--- config.mk ---
export PLATFORM = sky130hd
export DESIGN_NAME = pfail_nmi_ctrl
export DESIGN_NICKNAME = d
export VERILOG_FILES = /design/src/rtl/pfnmi_pkg.sv /design/src/rtl/pfnmi_sync.sv /design/src/rtl/pfnmi_edge.sv /design/src/rtl/pfnmi_regs.sv /design/src/rtl/pfail_nmi_ctrl.sv
export SDC_FILE = /design/constraint.sdc
export NUM_CORES = 1
export LEC_CHECK = 0
export BUFFER_PORTS_ARGS = -buffer_cell sky130_fd_sc_hd__buf_2
export CORE_AREA = 2 2 39 41
export CTS_BUF_LIST = sky130_fd_sc_hd__clkbuf_8 sky130_fd_sc_hd__clkbuf_16
export DETAILED_ROUTE_END_ITERATION = 10
export DIE_AREA = 0 0 41 43
export HOLD_SLACK_MARGIN = 0.12
export PLACE_DENSITY_LB_ADDON = 0.2
export REMOVE_ABC_BUFFERS = 1
export SETUP_SLACK_MARGIN = 0.4
export SKIP_CTS_REPAIR_TIMING = 1
export SLEW_MARGIN = 20
export SYNTH_ARGS = -nofsm -noshare
export SYNTH_HDL_FRONTEND = slang
export SYNTH_SLANG_ARGS = --single-unit
export TNS_END_PERCENT = 5
--- constraint.sdc ---
create_clock -name clk -period 0.8 [get_ports clk]
set_input_delay 0.16 -clock clk [delete_from_list [all_inputs] [get_ports clk]]
set_output_delay 0.16 -clock clk [all_outputs]
set_load 0.005 [all_outputs]
--- src/rtl/pfnmi_pkg.sv ---
package pfnmi_pkg;

  // Register selection decoded from the bus address
  typedef enum logic [1:0] {
    SEL_NONE = 2'd0,
    SEL_STAT = 2'd1,
    SEL_CTRL = 2'd2
  } reg_sel_e;

  // Bit positions inside the byte registers
  localparam int FLAG_BIT = 0;
  localparam int ARM_BIT  = 0;

endpackage

--- src/rtl/pfnmi_sync.sv ---
module pfnmi_sync #(
  parameter int   STAGES  = 2,
  parameter logic RST_VAL = 1'b0
) (
  input  logic clk,
  input  logic rst,
  input  logic d,
  output logic q
);

  localparam int LAST = STAGES - 1;

  logic [STAGES-1:0] chain;

  generate
    if (STAGES == 1) begin : g_single
      always_ff @(posedge clk) begin
        if (rst) chain <= RST_VAL;
        else     chain <= d;
      end
    end else begin : g_multi
      always_ff @(posedge clk) begin
        if (rst) chain <= {STAGES{RST_VAL}};
        else     chain <= {chain[STAGES-2:0], d};
      end
    end
  endgenerate

  assign q = chain[LAST];

endmodule

--- src/rtl/pfnmi_edge.sv ---
module pfnmi_edge (
  input  logic clk,
  input  logic rst,
  input  logic lvl,
  output logic fall
);

  logic prev_q;

  // prev resets low: a pin that is already low at reset is not an edge
  always_ff @(posedge clk) begin
    if (rst) prev_q <= 1'b0;
    else     prev_q <= lvl;
  end

  assign fall = prev_q & ~lvl;

  // A fall needs a high level in between, so two in a row cannot occur
  p_fall_isolated_r2: assert property (@(posedge clk) disable iff (rst)
    fall |=> !fall)
    else $error("p_fall_isolated_r2");

endmodule

--- src/rtl/pfnmi_regs.sv ---
module pfnmi_regs
  import pfnmi_pkg::*;
#(
  parameter int DATA_W    = 8,
  parameter int ADDR_W    = 1,
  parameter int STAT_ADDR = 0,
  parameter int CTRL_ADDR = 1
) (
  input  logic              clk,
  input  logic              rst,
  input  logic              fall,
  input  logic              cs,
  input  logic              wr,
  input  logic              rd,
  input  logic [ADDR_W-1:0] addr,
  input  logic [DATA_W-1:0] wdata,
  output logic [DATA_W-1:0] rdata,
  output logic              nmi
);

  localparam logic [ADDR_W-1:0] STAT_A = ADDR_W'(STAT_ADDR);
  localparam logic [ADDR_W-1:0] CTRL_A = ADDR_W'(CTRL_ADDR);

  reg_sel_e          sel;
  logic              stat_q;
  logic              arm_q;
  logic              nmi_q;
  logic [DATA_W-1:0] rdata_q;
  logic              fire;
  logic              rd_stat;
  logic              wr_ctrl;

  always_comb begin
    sel = SEL_NONE;
    if (cs) begin
      if (addr == STAT_A)      sel = SEL_STAT;
      else if (addr == CTRL_A) sel = SEL_CTRL;
    end
  end

  assign rd_stat = rd && (sel == SEL_STAT);
  assign wr_ctrl = wr && (sel == SEL_CTRL);
  assign fire    = fall && arm_q;

  // Status flag: a new edge wins over a clearing read
  always_ff @(posedge clk) begin
    if (rst)          stat_q <= 1'b0;
    else if (fall)    stat_q <= 1'b1;
    else if (rd_stat) stat_q <= 1'b0;
  end

  // Arm bit: a firing trap wins over a firmware write
  always_ff @(posedge clk) begin
    if (rst)          arm_q <= 1'b0;
    else if (fire)    arm_q <= 1'b0;
    else if (wr_ctrl) arm_q <= wdata[ARM_BIT];
  end

  always_ff @(posedge clk) begin
    if (rst) nmi_q <= 1'b0;
    else     nmi_q <= fire;
  end

  always_ff @(posedge clk) begin
    if (rst) begin
      rdata_q <= '0;
    end else if (rd) begin
      unique case (sel)
        SEL_STAT: rdata_q <= DATA_W'(stat_q);
        SEL_CTRL: rdata_q <= DATA_W'(arm_q);
        default:  rdata_q <= '0;
      endcase
    end
  end

  assign rdata = rdata_q;
  assign nmi   = nmi_q;

  p_trap_single_r6: assert property (@(posedge clk) disable iff (rst)
    nmi_q |=> !nmi_q)
    else $error("p_trap_single_r6");

  p_disarmed_quiet_r8: assert property (@(posedge clk) disable iff (rst)
    (fall && !arm_q) |=> !nmi_q)
    else $error("p_disarmed_quiet_r8");

  p_arm_consumed_r7: assert property (@(posedge clk) disable iff (rst)
    nmi_q |-> !arm_q)
    else $error("p_arm_consumed_r7");

  p_set_wins_r4: assert property (@(posedge clk) disable iff (rst)
    fall |=> stat_q)
    else $error("p_set_wins_r4");

  p_read_clears_r3: assert property (@(posedge clk) disable iff (rst)
    (rd_stat && !fall) |=> !stat_q)
    else $error("p_read_clears_r3");

  p_reserved_zero_r5: assert property (@(posedge clk) disable iff (rst)
    rdata_q[DATA_W-1:1] == '0)
    else $error("p_reserved_zero_r5");

endmodule

--- src/rtl/pfail_nmi_ctrl.sv ---
module pfail_nmi_ctrl #(
  parameter int DATA_W      = 8,
  parameter int ADDR_W      = 1,
  parameter int SYNC_STAGES = 2,
  parameter int STAT_ADDR   = 0,
  parameter int CTRL_ADDR   = 1
) (
  input  logic              clk,
  input  logic              rst,
  input  logic              pf_n,
  input  logic              bus_cs,
  input  logic              bus_wr,
  input  logic              bus_rd,
  input  logic [ADDR_W-1:0] bus_addr,
  input  logic [DATA_W-1:0] bus_wdata,
  output logic [DATA_W-1:0] bus_rdata,
  output logic              nmi_trap
);

  logic pf_sync;
  logic pf_fall;

  pfnmi_sync #(
    .STAGES  (SYNC_STAGES),
    .RST_VAL (1'b0)
  ) u_sync (
    .clk (clk),
    .rst (rst),
    .d   (pf_n),
    .q   (pf_sync)
  );

  pfnmi_edge u_edge (
    .clk  (clk),
    .rst  (rst),
    .lvl  (pf_sync),
    .fall (pf_fall)
  );

  pfnmi_regs #(
    .DATA_W    (DATA_W),
    .ADDR_W    (ADDR_W),
    .STAT_ADDR (STAT_ADDR),
    .CTRL_ADDR (CTRL_ADDR)
  ) u_regs (
    .clk   (clk),
    .rst   (rst),
    .fall  (pf_fall),
    .cs    (bus_cs),
    .wr    (bus_wr),
    .rd    (bus_rd),
    .addr  (bus_addr),
    .wdata (bus_wdata),
    .rdata (bus_rdata),
    .nmi   (nmi_trap)
  );

  p_reset_quiet_r1: assert property (@(posedge clk)
    rst |=> (!nmi_trap && bus_rdata == '0))
    else $error("p_reset_quiet_r1");

endmodule

* Yosys cells after proc, flatten, opt, wreduce, memory -nomap -nowiden *
Index checks and enable logic that the tools add are counted.

operators by class
  equal/unequal tests = 2
  muxes and demuxes = 5
  bitwise operators = 2
  reductions and logical operators = 5

operator list
  operator              count
  $mux W2               2
  $logic_and A1 B1 Y1   3
  $eq A2 B1 Y1 const B  1
  $eq A2 B2 Y1 const B  1
  $mux W1               2
  $pmux W1 S2           1
  $reduce_bool A2 Y1    1
  $reduce_or A2 Y1      1
  $and A1 B1 Y1         1
  $not A1 Y1            1

word-level totals
  bits in registers = 14
  output and inout bits = 9
  logic and storage cells = 20

* Longest topological paths before layout *
  word-level depth = 6
  depth in mapped cells = 3
  mapped depth without buffers = 3

* By module *
Synthesis repeated with hierarchy kept, for this count alone.

unflattened totals
  cells, all modules = 31
  area, all modules = 312.8 sq um

modules (own cells, without submodules)
  module      instances  cells an instance  area each (sq um)
  pfnmi_regs  1          24                 225.2
  pfnmi_sync  1          4                  52.6
  pfnmi_edge  1          3                  35.0

* Worst setup path before layout *
Ideal clock, no wire load.

  path type = register -> register
  start point = reg u_regs.arm_q
  end point = reg u_regs.rdata_q[0], in the netlist u_regs.rdata[0]
  arrival time = 0.727 ns
  setup slack = -0.042 ns
  cell stages (with the launch flop) = 4
  buffers on the path = 0
  clock period less this slack = 0.842 ns
  cells stage by stage = dfxtp_1 > mux2_1 > nand3_1 > a21oi_2

on the way
  longest elaborated chain between the ends = 1

ends and longest elaborated chain
  what                    line              source
  start, declared         pfnmi_regs.sv:26  logic arm_q;
  start signal, assigned  pfnmi_regs.sv:56  else if (wr_ctrl) arm_q <= wdata[ARM_BIT];
  $pmux W1 S2             pfnmi_regs.sv:68  unique case (sel)
  end signal, assigned    pfnmi_regs.sv:69  SEL_STAT: rdata_q <= DATA_W'(stat_q);
  end signal, assigned    pfnmi_regs.sv:70  SEL_CTRL: rdata_q <= DATA_W'(arm_q);
  end, declared           pfnmi_regs.sv:28  logic [DATA_W-1:0] rdata_q;

No other way between the ends.
A chain may end at the register's enable or synchronous reset.

* Final worst setup path *
  start point = reg u_regs.stat_q
  end point = reg u_regs.rdata_q[0], in the netlist u_regs.rdata[0]

on the way
  longest elaborated chain between the ends = 1

ends and longest elaborated chain
  what                    line              source
  start, declared         pfnmi_regs.sv:25  logic stat_q;
  start signal, assigned  pfnmi_regs.sv:47  if (rst) stat_q <= 1'b0;
  start signal, assigned  pfnmi_regs.sv:48  else if (fall) stat_q <= 1'b1;
  start signal, assigned  pfnmi_regs.sv:49  else if (rd_stat) stat_q <= 1'b0;
  $pmux W1 S2             pfnmi_regs.sv:68

No other way between the ends.

==> qor.tcl <==
set qor(synth.avg_cell_area_um2) 10.2
set qor(final.period_utilization) 0.995
set qor(initial_utilization) 0.221
set qor(drtPass1Iterations) 2
set qor(seq_area_frac_synth) 0.459
set qor(postRouteAntennaNets) 0
set qor(h-tree-depth) 1
set qor(postLayoutCoreUtil) 0.306
set qor(final.setup.tns_ns) 0
set qor(timing.critical_path.arrival_ns) 0.90
set qor(cts_max_path_buffers) 2
set qor(power.leakage_nw) 0.192
set qor(rows) 14
set qor(wl_per_cell_um) 7.47
set qor(fin_crit_ns) 0.796
set qor(hold_class) {in2reg}
set qor(fp.dieH_um) 43
set qor(via_per_inst) 3.54
set qor(io_pins) 24
set qor(whs_ns) 0.150
set qor(tritoncts) {yes}
set qor(asyncSetResetFlopFracSynth) 0
set qor(synth_edf_count) 0
set qor(grt_setup_unrepaired) {true}
set qor(worst_setup_path_end_kind) {flip-flop}
set qor(via_count_of_the_first_global_routing_pass) 192
set qor(share_of_cells_above_drive_strength_1) 0.512
set qor(synthCells) 30
set qor(placed_cells_incl_taps) 55
set qor(final_skew_ns) 0.00123
set qor(worst_setup_hold_path_clk_slew_ns) 0.04
set qor(power_density_mw_per_mm2) 2120
set qor(cts_num_sinks) 7
set qor(chipWidth_um) 41
set qor(post-dp-hpwl_um) 335
set qor(synth_area_leader_cell) {dfxtp_1}
set qor(clockRootBuffer) {clkbuf_8}
set qor(critical_path_peak_fanout) 2
set qor(portBuffers) 9
set qor(synth.top_cells.by_area) {dfxtp_1 46%, buf_4 17%, nor2b_1 8.2%}
set qor(grt_max_degree) 8
set qor(grt-ovfl-total) 0
set qor(worst_skew_pair.late_latency_ns) 0.22
set qor(die_footprint_mm2) 0.00176
set qor(vdd_drop_max_mv) 0.846
set qor(syn-cell-area_um2) 305
set qor(antenna_cells_inserted) 0
set qor(core_region_area_mm2) 0.00138
set qor(drcViolationCount) 0
set qor(design_power_total_uw) 895
set qor(fin_nets) 59
set qor(synth.yosys.warnings) 0
set qor(kind_of_start_point_of_the_critical_path) {flip-flop}
set qor(yosys.cell_types.count) 14
set qor(worst-endpoint-required_ns) 0.91
set qor(synthDominantCellAreaShare) 0.459
set qor(setup_viol_count_final) 0
set qor(initial_antenna_violation_count) 0
set qor(area.growth.synth_to_final_pct) 38.5
set qor(critPathKind) {reg2reg}
set qor(fillCellCount) 155
set qor(first_iter_violations) 2
set qor(maxClockFrequency_ghz) 1.26
set qor(outcome) {complete, no violations}
set qor(report.final.slew_viol_count) 0
set qor(detailroute.via_count) 209
set qor(synth_seq_cells) 7
set qor(finalWeightedCongestion) 0.538
set qor(numCtsBuffers) 3
set qor(routed_wirelength_um) 441
set qor(max_cap_viol_count) 0
set qor(final_cells) 59
set qor(ys_dominant_reg_cell) {dfxtp_1}
set qor(grt_first_pass_wirelength_um) 683
set qor(track_usage) 0.0634
set qor(report.final.hold_viol_count) 0
set qor(synth_top_cells_by_count) {7 x buf_4, 7 x dfxtp_1, 4 x nor2b_1}
-- sequential cells by signal, indices dropped and copies added (netlist names) --
register and flops:
u_edge.prev_q 1, u_regs.arm_q 1, u_regs.nmi 1, u_regs.rdata 1, u_regs.stat_q 1, u_sync.chain 2
-- per-stage QoR --
stage	setup slack [ns]	cell area, um^2
after floorplan	-0.0415	275
after global placement	-0.0521	348
after detailed placement	-0.0499	348
after CTS	-0.0575	393
after global routing	-0.0249	423
final	0.00417	423
-- final cells by class --
cell class,count,area [um^2],area share
multi-input cells,22,155,0.367
clock inverters,1,3.75,0.00888
clock buffers,3,41.3,0.0976
repair buffers,10,58.8,0.139
well taps,16,20.0,0.0473
flip-flops and latches,7,144,0.340
-- critical path: stages, from the launching register on --
cell and delay (ns):
dfxtp_2 0.31, mux2_4 0.27, nand3_2 0.06, a21oi_2 0.04
-- cells in the final DEF (no fill, tap or decap), drive strengths merged --
cell and n:
mux2i 1, buf 10, and3b 1, nand3b 1, nor2b 4, nand2b 1, conb 7, inv 1
a211oi 1, nor2 1, dfxtp 7, nand3 2, a21oi 2, mux2 1, clkbuf 3
-- where the power goes --
group          internal (mW)  switching, mW
registers              0.362        0.00460
clock network          0.330          0.135
logic                 0.0324         0.0317
-- metal layers --
metal	global-route usage	part of all wire	vias to the layer above
met1	0.0583	0.50	86
met4	0.0600	0	0
met5	0	0	-
met2	0.0844	0.40	12
li1	-	-	111
met3	0.0471	0.095	0
-- worst paths after layout --
check	from	to	slack (ns)	cells after the start
worst max-delay path	u_regs.stat_q	u_regs.rdata[0]	0.004	3
worst min-delay path	pf_n	u_sync.chain[0]	0.15	2
worst max register to register	u_regs.stat_q	u_regs.rdata[0]	0.004	3
worst min register to register	u_sync.chain[0]	u_sync.chain[1]	0.43	1
-- kinds of logic (layout without fill, tap and decap cells) --
kind of cell,count (synthesis),count (layout),share of synthesized area
and+or+nand+nor,10,10,0.201
DFF,7,7,0.459
buffers and inverters,7,14,0.172
AOI/OAI and AO/OA,3,3,0.0860
muxes,2,2,0.0697
other,1,7,0.0123
(Power assumes the default switching activity.)
